--- config.mk ---
export PLATFORM = sky130hd
export DESIGN_NAME = rc_round_gen
export DESIGN_NICKNAME = d
export VERILOG_FILES = /design/src/rtl/rcgen_pkg.sv /design/src/rtl/rc_lfsr_cascade.sv /design/src/rtl/rc_bit_placer.sv /design/src/rtl/rc_round_gen.sv
export SDC_FILE = /design/constraint.sdc
export NUM_CORES = 1
export LEC_CHECK = 0
export CAP_MARGIN = 40
export CORE_MARGIN = 4
export CORE_UTILIZATION = 50
export CTS_CLUSTER_DIAMETER = 80
export DETAILED_ROUTE_END_ITERATION = 8
export GPL_TIMING_DRIVEN = 0
export PLACE_DENSITY = 0.78
export SYNTH_ARGS = -nofsm -noshare
export SYNTH_HDL_FRONTEND = slang
export SYNTH_HIERARCHICAL = 1
export SYNTH_SLANG_ARGS = --single-unit
--- constraint.sdc ---
create_clock -name clk_i -period 1.5 [get_ports clk_i]
set_input_delay 0.3 -clock clk_i [delete_from_list [all_inputs] [get_ports clk_i]]
set_output_delay 0.3 -clock clk_i [all_outputs]
set_load 0.005 [all_outputs]
--- src/rtl/rcgen_pkg.sv ---
package rcgen_pkg;

  localparam int LFSR_W     = 8;
  localparam int BITS_PER_RND = 7;
  localparam int FULL_LANE  = 64;

  typedef logic [LFSR_W-1:0] lfsr_t;

  // Only S[0] set after a reload
  localparam lfsr_t LFSR_SEED = 8'h01;

  // One feedback step: shift toward the top, fold the bit that drops out
  // back into taps 0, 4, 5 and 6.
  function automatic lfsr_t lfsr_step(lfsr_t s);
    lfsr_t n;
    logic  fb;
    fb = s[LFSR_W-1];
    n  = {s[LFSR_W-2:0], 1'b0};
    n[0] = n[0] ^ fb;
    n[4] = n[4] ^ fb;
    n[5] = n[5] ^ fb;
    n[6] = n[6] ^ fb;
    return n;
  endfunction

  // Which constant bit index j lands on word position k (k = 2^j - 1), or -1
  function automatic int slot_of_pos(int k);
    int r;
    r = -1;
    for (int j = 0; j < BITS_PER_RND; j++) begin
      if (k == (1 << j) - 1) r = j;
    end
    return r;
  endfunction

endpackage

--- src/rtl/rc_lfsr_cascade.sv ---
module rc_lfsr_cascade
  import rcgen_pkg::*;
#(
  parameter int STEPS = BITS_PER_RND
) (
  input  lfsr_t             state_i,
  output lfsr_t             state_o,
  output logic [STEPS-1:0]  bits_o
);

  lfsr_t chain [STEPS+1];

  assign chain[0] = state_i;

  for (genvar j = 0; j < STEPS; j++) begin : g_step
    // bit j of the round is the register output before step j
    assign bits_o[j]    = chain[j][0];
    assign chain[j+1]   = lfsr_step(chain[j]);
  end

  assign state_o = chain[STEPS];

endmodule

--- src/rtl/rc_bit_placer.sv ---
module rc_bit_placer
  import rcgen_pkg::*;
#(
  parameter int LANE_W = FULL_LANE,
  parameter int NBITS  = BITS_PER_RND
) (
  input  logic [NBITS-1:0]  bits_i,
  output logic [LANE_W-1:0] word_o
);

  for (genvar k = 0; k < LANE_W; k++) begin : g_pos
    localparam int SLOT = slot_of_pos(k);
    if (SLOT >= 0 && SLOT < NBITS) begin : g_live
      assign word_o[k] = bits_i[SLOT];
    end else begin : g_zero
      assign word_o[k] = 1'b0;
    end
  end

  // Slots above the lane are dropped on narrow lanes
  logic unused_bits;
  assign unused_bits = ^bits_i;

endmodule

--- src/rtl/rc_round_gen.sv ---
module rc_round_gen
  import rcgen_pkg::*;
#(
  parameter int LANE_W = 64,
  localparam int LOG_W      = $clog2(LANE_W),
  localparam int NUM_ROUNDS = 12 + 2 * LOG_W,
  localparam int RND_W      = $clog2(NUM_ROUNDS)
) (
  input  logic              clk_i,
  input  logic              rst_ni,
  input  logic              start_i,
  input  logic              advance_i,
  output logic [RND_W-1:0]  round_o,
  output logic [LANE_W-1:0] const_o,
  output logic              done_o
);

  localparam logic [RND_W-1:0] LAST_RND = RND_W'(NUM_ROUNDS - 1);
  localparam logic [RND_W-1:0] PRE_LAST = RND_W'(NUM_ROUNDS - 2);

  lfsr_t               lfsr_q, lfsr_d, casc_in, casc_out;
  logic [RND_W-1:0]    round_q, round_d;
  logic [LANE_W-1:0]   const_q, const_d, placed;
  logic                done_q, done_d;
  logic                active_q, active_d;
  logic [BITS_PER_RND-1:0] rnd_bits;
  logic                adv_ok, step_en;

  assign adv_ok  = advance_i & active_q & ~done_q;
  assign step_en = start_i | adv_ok;
  assign casc_in = start_i ? LFSR_SEED : lfsr_q;

  rc_lfsr_cascade #(.STEPS(BITS_PER_RND)) u_cascade (
    .state_i (casc_in),
    .state_o (casc_out),
    .bits_o  (rnd_bits)
  );

  rc_bit_placer #(.LANE_W(LANE_W), .NBITS(BITS_PER_RND)) u_placer (
    .bits_i (rnd_bits),
    .word_o (placed)
  );

  // Next-state
  always_comb begin
    lfsr_d   = lfsr_q;
    round_d  = round_q;
    const_d  = const_q;
    done_d   = done_q;
    active_d = active_q;
    if (start_i) begin
      lfsr_d   = casc_out;
      round_d  = '0;
      const_d  = placed;
      done_d   = 1'b0;
      active_d = 1'b1;
    end else if (adv_ok) begin
      lfsr_d   = casc_out;
      round_d  = round_q + RND_W'(1);
      const_d  = placed;
      done_d   = (round_q == PRE_LAST);
    end
  end

  // Registers, enabled only on an accepted strobe
  always_ff @(posedge clk_i or negedge rst_ni) begin
    if (!rst_ni) begin
      lfsr_q   <= LFSR_SEED;
      round_q  <= '0;
      const_q  <= '0;
      done_q   <= 1'b0;
      active_q <= 1'b0;
    end else if (step_en) begin
      lfsr_q   <= lfsr_d;
      round_q  <= round_d;
      const_q  <= const_d;
      done_q   <= done_d;
      active_q <= active_d;
    end
  end

  assign round_o = round_q;
  assign const_o = const_q;
  assign done_o  = done_q;

  // Assertions
  p_start_restart_r10: assert property (@(posedge clk_i) disable iff (!rst_ni)
    start_i |=> (round_o == '0) && !done_o);

  p_advance_step_r7: assert property (@(posedge clk_i) disable iff (!rst_ni)
    (advance_i && !start_i && active_q && !done_o) |=>
      (round_o == $past(round_o) + RND_W'(1)));

  p_done_freeze_r9: assert property (@(posedge clk_i) disable iff (!rst_ni)
    (done_o && !start_i) |=> done_o && $stable(round_o) && $stable(const_o));

  p_done_at_last_r8: assert property (@(posedge clk_i) disable iff (!rst_ni)
    done_o |-> (round_o == LAST_RND));

  p_idle_quiet_r2: assert property (@(posedge clk_i) disable iff (!rst_ni)
    (!active_q && !start_i) |=> $stable(const_o) && $stable(round_o) && !done_o);

  p_hold_r12: assert property (@(posedge clk_i) disable iff (!rst_ni)
    (!start_i && !advance_i) |=>
      $stable(const_o) && $stable(round_o) && $stable(done_o));

  p_lfsr_live_r4: assert property (@(posedge clk_i) disable iff (!rst_ni)
    active_q |-> (lfsr_q != '0));

  p_round0_const_r3: assert property (@(posedge clk_i) disable iff (!rst_ni)
    start_i |=> (const_o == LANE_W'(1)));

endmodule

Word level (Yosys, flattened, before mapping)
Cells that the tools add are included.
Operators by class
  mux-type cells: 9
  bitwise logic cells: 25
  shifts and indexed selects: 0
  multipliers: 0
  $lt $le $gt $ge: 0
  reduce and logical (&&, ||, !) cells: 3
  equality and inequality tests: 1
  $add $sub $neg: 1
  div/mod/pow operators: 0
Operators by type and width (number)
  $mux W64: 2
  $mux W8: 3
  $xor A1 B1 Y1: 21
  $mux W5: 2
  $add A5 B1 Y5 const B: 1
  $eq A5 B5 Y1 const B: 1
  $reduce_and A2 Y1: 2
  $and A1 B1 Y1: 2
  $mux W1: 2
  $reduce_bool A2 Y1: 1
  $not A1 Y1: 1
  $or A1 B1 Y1: 1
Word-level totals
  bits in registers: 79
  memories: 0
  bits of input ports: 4
  output and inout bits: 70
  logic and storage cells: 44
  memory bits (writable): 0
  memory bits (read-only): 0
  bits in latches: 0

Logic depth before layout (Yosys ltp)
  depth after elaboration: 9
  depth in mapped cells: 6
  mapped depth without buffers: 4

Modules after synthesis
The synthesis kept the hierarchy.
Modules (own cells, without submodules)
  rc_round_gen: times used 1, area each 3455.8 µm², cells each 193, seq. area each 1978.1 µm²
  rc_bit_placer: times used 1, area each 484.2 µm², cells each 65, seq. area each 0.0 µm²
  rc_lfsr_cascade: times used 1, area each 220.2 µm², cells each 22, seq. area each 0.0 µm²

Worst setup path after synthesis
Ideal clock, no wire load.
  path type: input port to flip-flop
  from: input port start_i
  to: register lfsr_q[4]
  arrival time: 1.594 ns
  cell stages on the path: 5
  setup slack: -0.219 ns
  path buffers: 1
  data required time: 1.375 ns
  setup time: 0.125 ns
  cells stage by stage: clkbuf_1 nor2b_1 xor2_2 xnor3_1 mux2_4
Between the ends
  longest elaborated chain between the ends: 8
  elaborated cells on any way between the ends: 16
  classes of those cells: mux (3); bitwise (11); reduce/logical (2)
RTL lines
  start: declaration: line rc_round_gen.sv:11  | input logic start_i,
  $mux W8 (*): line rc_round_gen.sv:31  | assign casc_in = start_i ? LFSR_SEED : lfsr_q;
  named net casc_in[5]: line rc_round_gen.sv:21  | lfsr_t lfsr_q, lfsr_d, casc_in, casc_out;
  $xor A1 B1 Y1 (*): line rcgen_pkg.sv:22  | n[6] = n[6] ^ fb;
  named net rnd_bits[3]: line rc_round_gen.sv:26  | logic [BITS_PER_RND-1:0] rnd_bits;
  $xor A1 B1 Y1: line rcgen_pkg.sv:20  | n[4] = n[4] ^ fb;
  $xor A1 B1 Y1: line rcgen_pkg.sv:21  | n[5] = n[5] ^ fb;
  $xor A1 B1 Y1: line rcgen_pkg.sv:22
  $xor A1 B1 Y1 (*): line rcgen_pkg.sv:20
  named net casc_out[4]: line rc_round_gen.sv:21
  $mux W8: line rc_round_gen.sv:57  | end else if (adv_ok) begin
  $mux W8 (*): line rc_round_gen.sv:51  | if (start_i) begin
  end signal: assignment: line rc_round_gen.sv:74  | lfsr_q <= lfsr_d;
  end: declaration: line rc_round_gen.sv:21
Mark *: on every way through the listed nets, which the timed path passes. The rest lies on a longest branch. The select of a mux whose other input is x is not followed.
A chain may end at the register's enable or synchronous reset.

Worst setup path in the final report
  from: register lfsr_q[7]
  to: register lfsr_q[4]
Between the ends
  longest elaborated chain between the ends: 8
  elaborated cells on any way between the ends: 13
  classes of those cells: mux (3); bitwise (10)
RTL lines (line)
  $mux W8 (*): rc_round_gen.sv:31
  named net casc_in[7]: rc_round_gen.sv:21
  $xor A1 B1 Y1 (*): rcgen_pkg.sv:22
  named net rnd_bits[3]: rc_round_gen.sv:26
  $xor A1 B1 Y1: rcgen_pkg.sv:20
  $xor A1 B1 Y1: rcgen_pkg.sv:21
  $xor A1 B1 Y1: rcgen_pkg.sv:22
  $xor A1 B1 Y1 (*): rcgen_pkg.sv:20
  named net casc_out[4]: rc_round_gen.sv:21
  $mux W8: rc_round_gen.sv:57
  $mux W8 (*): rc_round_gen.sv:51
Marks and branches as above.

==> reports/results.txt <==
Area Overhead vs Synth: 41.0%
Register area: 1980 µm²
Post-synthesis cell count: 280
Port bufs: 73
Routed length per instance: 13.0 µm
Detail Route Antenna Nets: 0
Delay-heaviest family, CP: XOR/XNOR gates
Failing checks: setup timing
Final hold vios: 0
Hpwl dp: 5070 µm
Initial antenna violation count: 0
Final worst path period need: 1.57 ns
Peak supply drop: 0.680 mV
Final Power: 6700 µW
CTS Buf Count: 9
Post-Route WL: 7550 µm
Vias/cell: 4.14
Post-synthesis register bit count: 79
Setup Crit Path Kind: reg2reg
MaxCap Viol Count: 0
CTS tree: yes
Drt first pass iters: 4
Final WS setup: -0.0673 ns
Mapped Area: 4160 µm²
Worst Hold Class: in2async
Die width: 99.2 µm
RSZ-0062 raised after global routing: yes
Clock skew: 0.00631 ns
Vias in the first global route: 2576
Sequential area share after synthesis: 0.475
FMAX: 638 MHz
Crit-path cells: nor2b_4 > xor2_2 > xnor3_1 > mux2_4
Core footprint: 8130 µm²
Post-route setup TNS: -0.0673 ns
WP data arrival: 1.80 ns
Grt total ovfl: 0
Final setup fails: 1
Crit. End Element: flop
Worst-case clock buffer depth: 2
Worst-Skew Late Latency: 0.34 ns
Die Y: 99.2 µm
First-pass GRT wire length: 12600 µm
Multi-input gate area: 1760 µm²
Starting Density: 0.511
Placed cell count: 515
Nets: 478
Slowest cell delay on critical path: 0.36 ns
Layout cell share with drive strength beyond 1: 0.499
Largest net degree at the start of global routing: 51
FILL cells: 579
# DRC: 0
Clock slew at reported path FFs: 0.08 ns
Routability cong.: 0.736
CP max FO: 4
Post-synth cell types: 27
Synth warn: 6
Cell Count, Final, Fillers Out: 580
Design Area, Final: 5870 µm²
# rows: 33
Diode count: 0
Final slew viol count: 0
Worst EP required: 1.73 ns
Power Dens Cells: 1140 nW/µm²
Leakage: 0.00308 µW
Full die area: 9840 µm²
Post-DP Area: 5300 µm²
Syn_area_per_cell: 14.9 µm²
CP max-delay cell: dfrtp_1
Gr usage total: 0.163
Type of origin of the critical path: flop
DP Worst Slack: -0.915 ns
DR iter-0 viols: 69
Status: finished with violations
Worst path bufs/invs: 0
H-tree depth: 3
Vias post-DR: 2403
Clock sinks: 79
CTS Root Cell: clkbuf_8
Tcrit/Tclk final: 1.04
I/O pin cnt: 74
[power breakdown]
part	switching, µW	internal (µW)
Sequential	177	2470
Combinational	788	1720
Clock	752	791
[flip-flops by register name, summed over array words and instances, names as in the netlist]
name and count:
round_o 5, active_q 1, const_o 64, done_o 1, lfsr_q 8
[logic make-up (layout without fill, tap and decap cells)]
group / after synthesis / after routing / synth area share
other: 1 / 57 / 0.000901
adders and majority gates: 2 / 2 / 0.00601
and+or+nand+nor: 22 / 22 / 0.0364
buffers and inverters: 81 / 220 / 0.168
DFF: 79 / 79 / 0.475
muxes: 73 / 73 / 0.261
xor gates and xnor gates: 18 / 18 / 0.0463
AOI/OAI and AO/OA: 4 / 4 / 0.00662
[cells in the final DEF, fill, tap and decap left out, drive strengths merged]
cell type / count
clkinv: 2
dfrtp: 78
inv: 2
nand4b: 1
xor2: 4
nand2: 1
nand3b: 1
a31o: 1
nor2b: 9
mux2: 73
a21oi: 2
xnor3: 2
or2: 3
dlygate4sd3: 1
clkinvlp: 1
nand3: 1
xnor2: 12
a41oi: 1
clkbuf: 14
and4b: 1
dlymetal6s2s: 1
ha: 2
bufinv: 1
conb: 57
dlygate4sd2: 70
nand4: 1
dfstp: 1
buf: 128
nor2: 4
[per-layer routing]
| layer | up-vias | global-route usage | part of all wire |
|---|---|---|---|
| met5 | - | 0 | 0 |
| met4 | 0 | 0.0630 | 0.016 |
| met3 | 11 | 0.0372 | 0.045 |
| met2 | 54 | 0.278 | 0.51 |
| met1 | 1149 | 0.200 | 0.42 |
| li1 | 1189 | - | - |
[repair_timing]
item,CTS,global route
gates resized for setup,80,2
gates cloned,0,3
endpoints found under the hold margin,29,0
pin swaps,1,3
setup buffers,43,4
setup endpoints to repair,128,69
hold buffers,1,0
[synthesized netlist by cell type]
| master | count | area [µm²] |
|---|---|---|
| a21oi_1 | 2 | 10.0 |
| a31o_2 | 1 | 8.76 |
| a41oi_1 | 1 | 8.76 |
| and4b_1 | 1 | 10.0 |
| buf_12 | 8 | 160 |
| buf_4 | 70 | 526 |
| clkbuf_1 | 1 | 3.75 |
| conb_1 | 1 | 3.75 |
| dfrtp_1 | 78 | 1950 |
| dfstp_2 | 1 | 26.3 |
| ha_1 | 2 | 25.0 |
| inv_1 | 2 | 7.51 |
| mux2_2 | 3 | 33.8 |
| mux2_4 | 70 | 1050 |
| nand2_1 | 1 | 3.75 |
| nand3_1 | 1 | 5.00 |
| nand3b_4 | 1 | 20.0 |
| nand4_1 | 1 | 6.26 |
| nand4b_1 | 1 | 8.76 |
| nor2_1 | 4 | 15.0 |
| nor2b_1 | 8 | 50.1 |
| nor2b_4 | 1 | 13.8 |
| or2_2 | 3 | 18.8 |
| xnor2_1 | 12 | 105 |
| xnor3_1 | 2 | 45.0 |
| xor2_1 | 3 | 26.3 |
| xor2_2 | 1 | 16.3 |
[path summary, 6_finish.rpt]
path	slack, ns	depth (start not counted)	endpoint	from
max	-0.07	4	lfsr_q[4]$_DFFE_PN0P_	lfsr_q[7]$_DFFE_PN0P_
max reg2reg	-0.07	4	lfsr_q[4]$_DFFE_PN0P_	lfsr_q[7]$_DFFE_PN0P_
min	0.42	2	const_o[40]$_DFFE_PN0P_	rst_ni
min reg2reg	0.51	1	const_o[0]$_DFFE_PN0P_	const_o[0]$_DFFE_PN0P_
min in group clk_i	0.43	4	round_o[2]$_DFFE_PN0P_	advance_i
max in group asynchronous	0.45	3	lfsr_q[0]$_DFFE_PN1P_	rst_ni
[stage by stage]
stage | utilization | hold WS [ns]
floorplan | - | 0.00441
global placement | 0.649 | 0.492
detailed placement | 0.652 | 0.267
CTS | 0.707 | 0.432
global route | 0.721 | 0.443
finish | 0.721 | 0.419
[final cells by class]
cell class	count	share of cell area
sequential	79	0.337
multi-input combinational	176	0.300
timing repair buffer	125	0.188
buffer	79	0.119
clock buffer	10	0.0235
tap	105	0.0224
clock inverter	4	0.00811
inverter	2	0.00128
Note: power is estimated with default switching activity, not from simulation.
